--- src/rtl/dcs_pkg.sv ---
package dcs_pkg;
  localparam int unsigned OPW  = 8;
  localparam int unsigned ARGW = 24;

  localparam logic [OPW-1:0] OPC_HALT      = 8'h00;
  localparam logic [OPW-1:0] OPC_LPTR      = 8'h20;
  localparam logic [OPW-1:0] OPC_LPTR_HALT = 8'h30;
  localparam logic [OPW-1:0] OPC_VSR       = 8'h40;
  localparam logic [OPW-1:0] OPC_VSR_HALT  = 8'h50;
  localparam logic [OPW-1:0] OPC_SIG       = 8'h60;

  typedef struct packed {
    logic [OPW-1:0]  op;
    logic [ARGW-1:0] arg;
  } instr_t;

  typedef struct packed {
    logic halt;
    logic ld_lptr;
    logic ld_vsr;
    logic sig;
    logic wr;
  } dec_t;

  typedef enum logic [1:0] {ST_IDLE, ST_FETCH, ST_EXEC} st_e;
endpackage

--- src/rtl/dcs_decode.sv ---
module dcs_decode
  import dcs_pkg::*;
(
  input  logic [OPW-1:0] op_i,
  output dec_t           dec_o
);
  always_comb begin
    dec_o = '0;
    unique case (op_i)
      OPC_HALT:      dec_o.halt = 1'b1;
      OPC_LPTR:      dec_o.ld_lptr = 1'b1;
      OPC_LPTR_HALT: begin dec_o.ld_lptr = 1'b1; dec_o.halt = 1'b1; end
      OPC_VSR:       dec_o.ld_vsr = 1'b1;
      OPC_VSR_HALT:  begin dec_o.ld_vsr = 1'b1; dec_o.halt = 1'b1; end
      OPC_SIG:       dec_o.sig = 1'b1;
      default:       dec_o.wr = 1'b1;
    endcase
  end
endmodule

--- src/rtl/dcs_regs.sv ---
module dcs_regs
  import dcs_pkg::*;
#(
  parameter logic [ARGW-1:0] FIELD_BASE = 24'h000400,
  parameter int unsigned     LINE_LEN   = 8
) (
  input  logic            clk_i,
  input  logic            rst_ni,
  input  logic            start_field_i,
  input  logic            alt_start_i,
  input  logic            start_line_i,
  input  logic            exec_i,
  input  logic            exec_field_i,
  input  logic            ld_vsr_i,
  input  logic            ld_lptr_i,
  input  logic [ARGW-1:0] arg_i,
  output logic [ARGW-1:0] vsr_o,
  output logic [ARGW-1:0] lptr_o
);
  localparam logic [ARGW-1:0] STEP       = ARGW'(4);
  localparam logic [ARGW-1:0] LINE_BYTES = ARGW'(LINE_LEN * 4);
  localparam logic [ARGW-1:0] ALT_START  = FIELD_BASE + STEP;

  logic [ARGW-1:0] vsr_q, lptr_q;

  always_ff @(posedge clk_i or negedge rst_ni) begin
    if (!rst_ni) begin
      vsr_q <= '0;
    end else if (start_field_i) begin
      vsr_q <= alt_start_i ? ALT_START : FIELD_BASE;
    end else if (exec_i && ld_vsr_i) begin
      vsr_q <= arg_i;
    end else if (exec_field_i) begin
      vsr_q <= vsr_q + STEP;
    end
  end

  always_ff @(posedge clk_i or negedge rst_ni) begin
    if (!rst_ni) begin
      lptr_q <= '0;
    end else if (start_line_i) begin
      lptr_q <= lptr_q + LINE_BYTES;
    end else if (exec_i && ld_lptr_i) begin
      lptr_q <= arg_i;
    end
  end

  assign vsr_o  = vsr_q;
  assign lptr_o = lptr_q;

  AST_FIELD_ORIGIN: assert property (@(posedge clk_i) disable iff (!rst_ni)
    start_field_i |=> vsr_q == ($past(alt_start_i) ? ALT_START : FIELD_BASE));
  AST_LINE_STEP: assert property (@(posedge clk_i) disable iff (!rst_ni)
    start_line_i |=> lptr_q == $past(lptr_q) + LINE_BYTES);
endmodule

--- src/rtl/dcs_seq.sv ---
module dcs_seq
  import dcs_pkg::*;
#(
  parameter int unsigned LINE_LEN = 8
) (
  input  logic            clk_i,
  input  logic            rst_ni,
  input  logic            vsync_i,
  input  logic            hsync_i,
  input  logic [ARGW-1:0] vsr_i,
  input  logic [ARGW-1:0] lptr_i,
  input  instr_t          instr_i,
  input  logic            halt_i,
  input  logic            sig_i,
  input  logic            wr_i,
  output logic            start_line_o,
  output logic            exec_o,
  output logic            exec_field_o,
  output logic            mem_req_o,
  output logic [ARGW-1:0] mem_addr_o,
  output logic            busy_o,
  output logic            irq_o,
  output logic            wr_valid_o,
  output logic [OPW-1:0]  wr_op_o,
  output logic [ARGW-1:0] wr_arg_o
);
  localparam int unsigned     CW   = (LINE_LEN > 1) ? $clog2(LINE_LEN) : 1;
  localparam logic [CW-1:0]   LAST = CW'(LINE_LEN - 1);
  localparam logic [ARGW-1:0] STEP = ARGW'(4);

  st_e             state_q;
  logic            field_q;
  logic [ARGW-1:0] laddr_q;
  logic [CW-1:0]   cnt_q;
  logic            last_line, done;
  logic            irq_q, wr_q;
  logic [OPW-1:0]  wop_q;
  logic [ARGW-1:0] warg_q;

  assign start_line_o = hsync_i && !vsync_i && (state_q == ST_IDLE);
  assign exec_o       = (state_q == ST_EXEC) && !vsync_i;
  assign exec_field_o = exec_o && field_q;
  assign last_line    = !field_q && (cnt_q == LAST);
  assign done         = halt_i || last_line;
  assign mem_req_o    = (state_q == ST_FETCH);
  assign mem_addr_o   = field_q ? vsr_i : laddr_q;
  assign busy_o       = (state_q != ST_IDLE);

  always_ff @(posedge clk_i or negedge rst_ni) begin
    if (!rst_ni) begin
      state_q <= ST_IDLE;
      field_q <= 1'b0;
      laddr_q <= '0;
      cnt_q   <= '0;
    end else if (vsync_i) begin
      state_q <= ST_FETCH;
      field_q <= 1'b1;
    end else if (start_line_o) begin
      state_q <= ST_FETCH;
      field_q <= 1'b0;
      laddr_q <= lptr_i;
      cnt_q   <= '0;
    end else begin
      unique case (state_q)
        ST_FETCH: state_q <= ST_EXEC;
        ST_EXEC: begin
          state_q <= done ? ST_IDLE : ST_FETCH;
          if (!field_q) begin
            laddr_q <= laddr_q + STEP;
            cnt_q   <= cnt_q + 1'b1;
          end
        end
        default: state_q <= ST_IDLE;
      endcase
    end
  end

  // strobes registered one cycle after execution
  always_ff @(posedge clk_i or negedge rst_ni) begin
    if (!rst_ni) begin
      irq_q  <= 1'b0;
      wr_q   <= 1'b0;
      wop_q  <= '0;
      warg_q <= '0;
    end else begin
      irq_q <= exec_o && sig_i;
      wr_q  <= exec_o && wr_i;
      if (exec_o && wr_i) begin
        wop_q  <= instr_i.op;
        warg_q <= instr_i.arg;
      end
    end
  end

  assign irq_o      = irq_q;
  assign wr_valid_o = wr_q;
  assign wr_op_o    = wop_q;
  assign wr_arg_o   = warg_q;

  AST_HALT_IDLE: assert property (@(posedge clk_i) disable iff (!rst_ni)
    (exec_o && halt_i) |=> state_q == ST_IDLE);
  AST_LINE_CAP: assert property (@(posedge clk_i) disable iff (!rst_ni)
    (exec_o && !field_q && cnt_q == LAST) |=> state_q == ST_IDLE);
  AST_HSYNC_BUSY: assert property (@(posedge clk_i) disable iff (!rst_ni)
    (hsync_i && !vsync_i && state_q != ST_IDLE) |=> field_q == $past(field_q));
  AST_STROBE_EXCL: assert property (@(posedge clk_i) disable iff (!rst_ni)
    !(irq_q && wr_q));
endmodule

--- src/rtl/disp_ctl_seq.sv ---
module disp_ctl_seq
  import dcs_pkg::*;
#(
  parameter logic [23:0] FIELD_BASE = 24'h000400,
  parameter int unsigned LINE_LEN   = 8
) (
  input  logic        clk_i,
  input  logic        rst_ni,
  input  logic        vsync_i,
  input  logic        hsync_i,
  input  logic        interlace_i,
  input  logic        field_even_i,
  output logic        mem_req_o,
  output logic [23:0] mem_addr_o,
  input  logic [31:0] mem_rdata_i,
  output logic        busy_o,
  output logic [23:0] vsr_o,
  output logic [23:0] lptr_o,
  output logic        irq_o,
  output logic        wr_valid_o,
  output logic [7:0]  wr_op_o,
  output logic [23:0] wr_arg_o
);
  instr_t          instr;
  dec_t            dec;
  logic            start_line, exec, exec_field;
  logic [ARGW-1:0] vsr, lptr;

  assign instr = instr_t'(mem_rdata_i);

  dcs_decode u_dec (
    .op_i  (instr.op),
    .dec_o (dec)
  );

  dcs_regs #(.FIELD_BASE(FIELD_BASE), .LINE_LEN(LINE_LEN)) u_regs (
    .clk_i         (clk_i),
    .rst_ni        (rst_ni),
    .start_field_i (vsync_i),
    .alt_start_i   (interlace_i && field_even_i),
    .start_line_i  (start_line),
    .exec_i        (exec),
    .exec_field_i  (exec_field),
    .ld_vsr_i      (dec.ld_vsr),
    .ld_lptr_i     (dec.ld_lptr),
    .arg_i         (instr.arg),
    .vsr_o         (vsr),
    .lptr_o        (lptr)
  );

  dcs_seq #(.LINE_LEN(LINE_LEN)) u_seq (
    .clk_i        (clk_i),
    .rst_ni       (rst_ni),
    .vsync_i      (vsync_i),
    .hsync_i      (hsync_i),
    .vsr_i        (vsr),
    .lptr_i       (lptr),
    .instr_i      (instr),
    .halt_i       (dec.halt),
    .sig_i        (dec.sig),
    .wr_i         (dec.wr),
    .start_line_o (start_line),
    .exec_o       (exec),
    .exec_field_o (exec_field),
    .mem_req_o    (mem_req_o),
    .mem_addr_o   (mem_addr_o),
    .busy_o       (busy_o),
    .irq_o        (irq_o),
    .wr_valid_o   (wr_valid_o),
    .wr_op_o      (wr_op_o),
    .wr_arg_o     (wr_arg_o)
  );

  assign vsr_o  = vsr;
  assign lptr_o = lptr;
endmodule

--- config.mk ---
export PLATFORM = sky130hd
export DESIGN_NAME = disp_ctl_seq
export DESIGN_NICKNAME = d
export VERILOG_FILES = /design/src/rtl/dcs_pkg.sv /design/src/rtl/dcs_decode.sv /design/src/rtl/dcs_regs.sv /design/src/rtl/dcs_seq.sv /design/src/rtl/disp_ctl_seq.sv
export SDC_FILE = /design/constraint.sdc
export NUM_CORES = 1
export LEC_CHECK = 0
export CORE_UTILIZATION = 45
export DETAILED_ROUTE_END_ITERATION = 8
export PLACE_DENSITY = 0.76
export SLEW_MARGIN = 25
export SYNTH_ARGS = -nofsm -noshare
export SYNTH_HDL_FRONTEND = slang
export SYNTH_SLANG_ARGS = --single-unit
--- constraint.sdc ---
create_clock -name clk_i -period 2.25 [get_ports clk_i]
set_input_delay 0.225 -clock clk_i [delete_from_list [all_inputs] [get_ports clk_i]]
set_output_delay 0.225 -clock clk_i [all_outputs]
set_load 0.1 [all_outputs]
# After elaboration in Yosys (flattened, before gate mapping)
# Cells that the tools add are included.
[word_totals]
out_inout_bits = 108
ramBits = 0
latch_bits = 0
memories = 0
in_bits = 38
regBits = 112
mem_bits_ro = 0
[op_classes]
shift = 0
reduce_logical = 25
mul = 0
n_eq_ne = 9
mux = 24
n_bitwise = 1
n_lt_le_gt_ge = 0
div = 0
n_addsub = 4
[ops]
columns = ["cell", "n"]
rows = [
  ["$mux 24", 9],
  ["$add 24x3->24 const B", 2],
  ["$add 24x6->24 const B", 1],
  ["$eq 8x7->1 const B", 3],
  ["$eq 8x6->1 const B", 2],
  ["$mux 3", 4],
  ["$logic_and 1x1->1", 10],
  ["$logic_not 8->1", 1],
  ["$mux 1", 8],
  ["$reduce_bool 2->1", 4],
  ["$reduce_or 6->1", 1],
  ["$mux 2", 2],
  ["$pmux 2 s2", 1],
  ["$reduce_or 2->1", 2],
  ["$add 3x1->3 const B", 1],
  ["$eq 3x3->1 const B", 1],
  ["$reduce_and 3->1", 1],
  ["$reduce_bool 3->1", 1],
  ["$reduce_or 3->1", 1],
  ["$eq 2x1->1 const B", 1],
  ["$eq 2x2->1 const B", 1],
  ["$logic_not 1->1", 2],
  ["$logic_not 2->1", 1],
  ["$ne 2x2->1 const B", 1],
  ["other kinds (2)", 2],
]

# Depth between registers and ports, before layout
[depth]
ltp_word = 8
mapped_depth = 7
ltp_nobuf = 6

# Modules after synthesis
# From an unflattened synthesis, not the netlist that was laid out.
[unflattened]
hier_cells = 595
area_unflattened_um2 = 6050.8
[modules_own_cells]
columns = ["mod", "area_per_inst_um2", "cells_each", "seq_area_each_um2", "n_inst"]
rows = [
  ["dcs_seq", 3230.6, 277, 1601.5, 1],
  ["dcs_regs", 2732.6, 305, 1201.2, 1],
  ["dcs_decode", 81.3, 12, 0.0, 1],
  ["disp_ctl_seq", 6.3, 1, 0.0, 1],
]

# Worst setup path after synthesis
# Ideal clock, no wire load.
[synth_path]
path_type = "register -> output"
from = "register u_seq.field_q"
to = "output mem_addr_o[13]"
path_stages_with_launch = 4
arrival_time_ps = 2824
path_slack_ps = -799
path_cell_list = "dfrtp_1 clkbuf_1 clkbuf_1 o21ai_0"
[synth_between]
elab_chain_cells = 1
[synth_rtl]
columns = ["item", "line", "rtl"]
rows = [
  ["start, declared", "dcs_seq.sv:32", "logic field_q;"],
  ["start signal, assigned", "dcs_seq.sv:52", "field_q <= 1'b0;"],
  ["start signal, assigned", "dcs_seq.sv:57", "field_q <= 1'b1;"],
  ["start signal, assigned", "dcs_seq.sv:60", "field_q <= 1'b0;"],
  ["$mux 24", "dcs_seq.sv:46", "assign mem_addr_o = field_q ? vsr_i : laddr_q;"],
  ["end, declared", "disp_ctl_seq.sv:14", "output logic [23:0] mem_addr_o,"],
]
# No other way between the ends.

# Worst setup path after layout
[layout_path]
from = "register u_seq.state_q[0]"
to = "register u_regs.vsr_q[18], in the netlist u_regs.vsr_o[18]"
[layout_between]
elab_chain_cells = 5
elab_cells_between_ends = 7
[layout_rtl]
columns = ["item", "line", "rtl"]
rows = [
  ["start, declared", "dcs_seq.sv:31", "st_e state_q;"],
  ["start signal, assigned", "dcs_seq.sv:67", "state_q <= done ? ST_IDLE : ST_FETCH;"],
  ["$eq 2x2->1 *", "dcs_seq.sv:41", "assign exec_o = (state_q == ST_EXEC) && !vsync_i;"],
  ["$logic_and 1x1->1 *", "dcs_seq.sv:41", ""],
  ["$logic_and 1x1->1", "dcs_regs.sv:31", "end else if (exec_i && ld_vsr_i) begin"],
  ["$mux 24", "dcs_regs.sv:31", ""],
  ["$mux 24", "dcs_regs.sv:29", "end else if (start_field_i) begin"],
  ["end signal, assigned", "dcs_regs.sv:30", "vsr_q <= alt_start_i ? ALT_START : FIELD_BASE;"],
  ["end signal, assigned", "dcs_regs.sv:32", "vsr_q <= arg_i;"],
  ["end signal, assigned", "dcs_regs.sv:34", "vsr_q <= vsr_q + STEP;"],
  ["end, declared", "dcs_regs.sv:24", "logic [ARGW-1:0] vsr_q, lptr_q;"],
]
# Mark *: on every way between the ends. The rest lies on a longest branch, timed or not.
# A chain may end at the register's enable or synchronous reset.

==> summary.md <==
| Metric | Value |
|---|---|
| Status | finished clean |
| Pwr dens | 837 mW/mm^2 |
| Initial antenna violation count | 0 |
| Worst setup path end | u_regs.vsr_o[18]$_DFFE_PN0P_ |
| Commonest non-fill, non-tap cell in the layout | buf_4 |
| Largest net degree at the start of global routing | between 50 and 60 |
| Vias/cell | around 6.2 |
| Register Area | between 0.002 and 0.003 sq mm |
| # setup viols final | 0 |
| Sw Ratio | 0.450 |
| Element type at the critical path end | flip-flop |
| Total leakage power | ~0.0038 uW |
| Worst skew pair latency | between 0.3 and 0.4 ns |
| Port Buffers | 145 |
| Clock-pin slew on the worst setup and hold paths | ~0.070 ns |
| Reg2reg end | u_regs.vsr_o[18]$_DFFE_PN0P_ |
| Multi-input gate area | 0.00312 sq mm |
| Clock network power share | 0.236 |
| Detailed-route wire length per cell | around 20 microns |
| Net switching power | approximately 3200 uW |
| FF-to-FF setup slack | roughly 0.093 ns |
| CTS Buf Count | 9 |
| Ys flop type | dfrtp_1 |
| Final net count | 863 |
| Fill cell count | around 1.0k |
| Vias in the first global route | about 6.2k |
| Netlist Area Pre-Place | slightly above 0.006 sq mm |
| Async SR Flop Fraction | 1.00 |
| Gr usage total | 0.291 |
| Met3 Usage GRT | 0.0738 |
| RSZ-0062 raised after global routing | false |
| Flop pwr share | 0.357 |
| Fraction of layout instances using a drive strength above 1 | 0.328 |
| Worst min path class | in -> reg |
| Routability Congestion | approximately 0.94 |
| H-tree levels | 3 |
| Post-synth EDFFs | 0 |
| DIE WIDTH | about 120 microns |
| Worst Skew | between 0.004 and 0.005 ns |
| Vias after detailed routing | 6221 |
| Peak Freq | approximately 0.46 GHz |
| Post-DP HPWL | ~15000 microns |
| Clock tree buffer depth | 2 |
| Highest-count cells in the layout ignoring fill and taps | buf_4 (141), nand2_1 (93), dfrtp_1 (90) |
| Worst setup path startpoint | u_seq.state_q[0]$_DFF_PN0_ |
| Worst slew pin tran | around 0.76 ns |
| Die Y-Extent | roughly 120 microns |
| Peak VDD IR | between 0.0009 and 0.001 V |
| Initial Util | 0.461 |
| Post-CTS Setup Inserts | 0 |
| Post-synthesis sequential area ratio | 0.461 |
| Min Clock Period, post-route | around 2.2 ns |
| Area Growth Syn to Fin | 39.6% |
| CTS tree | done |
| Busiest grt layer | met2 |
| M1 GR Usage | 0.376 |
| Pre-antenna DRT Iters | 6 |
| Site row count | 42 |
| # IOs | 146 |
| Number of distinct library cells after synthesis | 56 |
| Pins Over Slew Limit | 0 |
| CP max FO | 12 |
| Post-route ant nets | 0 |
| Design Power | roughly 7100 uW |
| Worst Path Required | ~2.5 ns |
| Core footprint | approximately 0.013 sq mm |
| Period Utilization, post-route | 0.959 |
| DR iter-0 viols | roughly 610 |
| Gate Count Post-Synth | roughly 640 |
| Worst Path Arrival | about 2.4 ns |
| Worst r2r src | u_seq.state_q[0]$_DFF_PN0_ |
| DRC violations left | 0 |
| Critical path class | reg -> reg |
| Yosys warning count | 0 |
| Worst slew margin | 0.496 |
| Pint | 3910 uW |
| Syn_nets | around 680 |
| Total Routed Length | between 15000 and 20000 microns |
| Root buffer cell | clkbuf_16 |
| Sink Count | ~110 |
| Diodes inserted | 0 |
| Post-Syn Area per Cell | 9.48 sq um |
| WHS | ~0.46 ns |
| R2R depth | 7 |
| Final Hold Fails | 0 |
| Startpoint Class | flip-flop |
| Post-synthesis sequential element count | 112 |
| Final global-route overflow total | 0 |
| Max_cap viols | 0 |
| Met2 Track Usage GR | 0.476 |
| Die Area | around 0.014 sq mm |
| First-pass GRT wire length | about 32000 microns |
| Comb power frac | 0.407 |
## state kept, by name, indices dropped and copies added (netlist names)
register	count
u_seq.wr_op_o	8
u_seq.state_q	2
u_seq.field_q	1
u_seq.irq_o	1
u_seq.cnt_q	3
u_regs.vsr_o	24
u_seq.wr_arg_o	24
u_seq.wr_valid_o	1
u_seq.laddr_q	24
u_regs.lptr_o	24
## repair_timing
item	CTS	global route
resized for setup	0	2
hold endpoints to repair	54	0
endpoints found under the setup margin	0	3
hold buffers	1	0
## cell type report
cell class / count / share of cell area
inverter: 5 / 0.00221
sequential: 112 / 0.333
clock buffer: 14 / 0.0323
tap: 176 / 0.0259
multi-input combinational: 486 / 0.367
clock inverter: 2 / 0.00442
timing repair buffer: 206 / 0.234
## per-stage QoR
stage	setup TNS, ns	area, sq um	setup WS (ns)	instances	util
detailed placement	-4.39	8160	-0.166	984	0.619
CTS	0	8480	0.0926	1001	0.643
global placement	-2.36	8160	-0.143	984	0.619
floorplan	-0.139	6120	-0.0463	641	-
finish	0	8490	0.0925	1001	0.644
global route	0	8490	0.000541	1001	0.644
## how the worst min path moves through the flow
stage	startpoint	end	slack [ns]	cells past startpoint
after global routing	mem_rdata_i[2]	u_regs.lptr_o[2]$_DFFE_PN0P_	0.49	3
after global placement	rst_ni	u_seq.wr_arg_o[7]$_DFFE_PN0P_	0.33	1
final	mem_rdata_i[2]	u_regs.lptr_o[2]$_DFFE_PN0P_	0.46	3
after floorplan	rst_ni	u_regs.lptr_o[0]$_DFFE_PN0P_	-0.07	0
after CTS	mem_rdata_i[2]	u_regs.lptr_o[2]$_DFFE_PN0P_	0.45	3
after detailed placement	rst_ni	u_seq.wr_arg_o[7]$_DFFE_PN0P_	0.34	1
## critical path: stages (launching register included)
cell     delay (ns)
dfrtp_1        0.44
or3b_2         0.53
buf_4          0.19
nor4_4         0.24
buf_4          0.24
nor2_1         0.06
a32oi_1        0.21
o21ai_0        0.12
## synth_stat cells, drive strengths merged, types with 2 or more instances
| cell type | instances | share of area |
|---|---|---|
| nand4 | 13 | 0.013 |
| clkbuf | 26 | 0.016 |
| nor2b | 4 | 0.0041 |
| and2 | 3 | 0.0031 |
| o211ai | 6 | 0.0074 |
| o21ai | 69 | 0.057 |
| a32oi | 5 | 0.0072 |
| a21o | 3 | 0.0037 |
| nand4b | 2 | 0.0029 |
| nand2b | 6 | 0.0062 |
| nor3b | 5 | 0.0062 |
| nor3 | 14 | 0.012 |
| or4 | 7 | 0.0099 |
| o31a | 3 | 0.0043 |
| a21oi | 36 | 0.030 |
| inv | 5 | 0.0031 |
| mux2i | 4 | 0.0066 |
| dfrtp | 112 | 0.46 |
| nand2 | 93 | 0.057 |
| nand3 | 32 | 0.026 |
| a41o | 2 | 0.0033 |
| a31oi | 11 | 0.011 |
| a211o | 3 | 0.0043 |
| xor2 | 2 | 0.0029 |
| mux2 | 53 | 0.098 |
| ha | 5 | 0.010 |
| and4 | 3 | 0.0043 |
| or3 | 4 | 0.0041 |
| nor4b | 4 | 0.0068 |
| a221o | 10 | 0.016 |
| and3 | 11 | 0.011 |
| nor4 | 12 | 0.018 |
| o311ai | 6 | 0.0086 |
| a22oi | 3 | 0.0037 |
| buf | 12 | 0.013 |
| nor2 | 35 | 0.022 |
| nor4bb | 2 | 0.0033 |
| a22o | 2 | 0.0029 |
| a41oi | 2 | 0.0029 |
## kinds of logic (layout without fill, tap and decap cells)
family	count (synthesis)	in the layout	share of synthesized area
muxes	57	57	0.105
and+or+nand+nor	255	255	0.218
xor gates and xnor gates	3	3	0.00432
buffers and inverters	43	227	0.0325
adders and majority gates	5	5	0.0103
AOI/OAI and AO/OA	166	166	0.170
DFF	112	112	0.461
## power groups by stage
stage          registers [uW]  logic [uW]  clock network, uW
3_3_place_gp             2540        2860                  0
4_1_cts                  2530        2900               1700
2_1_floorplan            4170         487                  0
3_5_place_dp             2560        2890                  0
5_1_grt                  2570        2970               1770
6_report                 2540        2890               1680
## per-layer routing
metal / part of all wire / up-vias
li1: - / 2755
met1: 0.39 / 3047
met2: 0.49 / 365
met3: 0.094 / 54
met4: 0.028 / 0
met5: 0 / -
(Power assumes the default switching activity.)
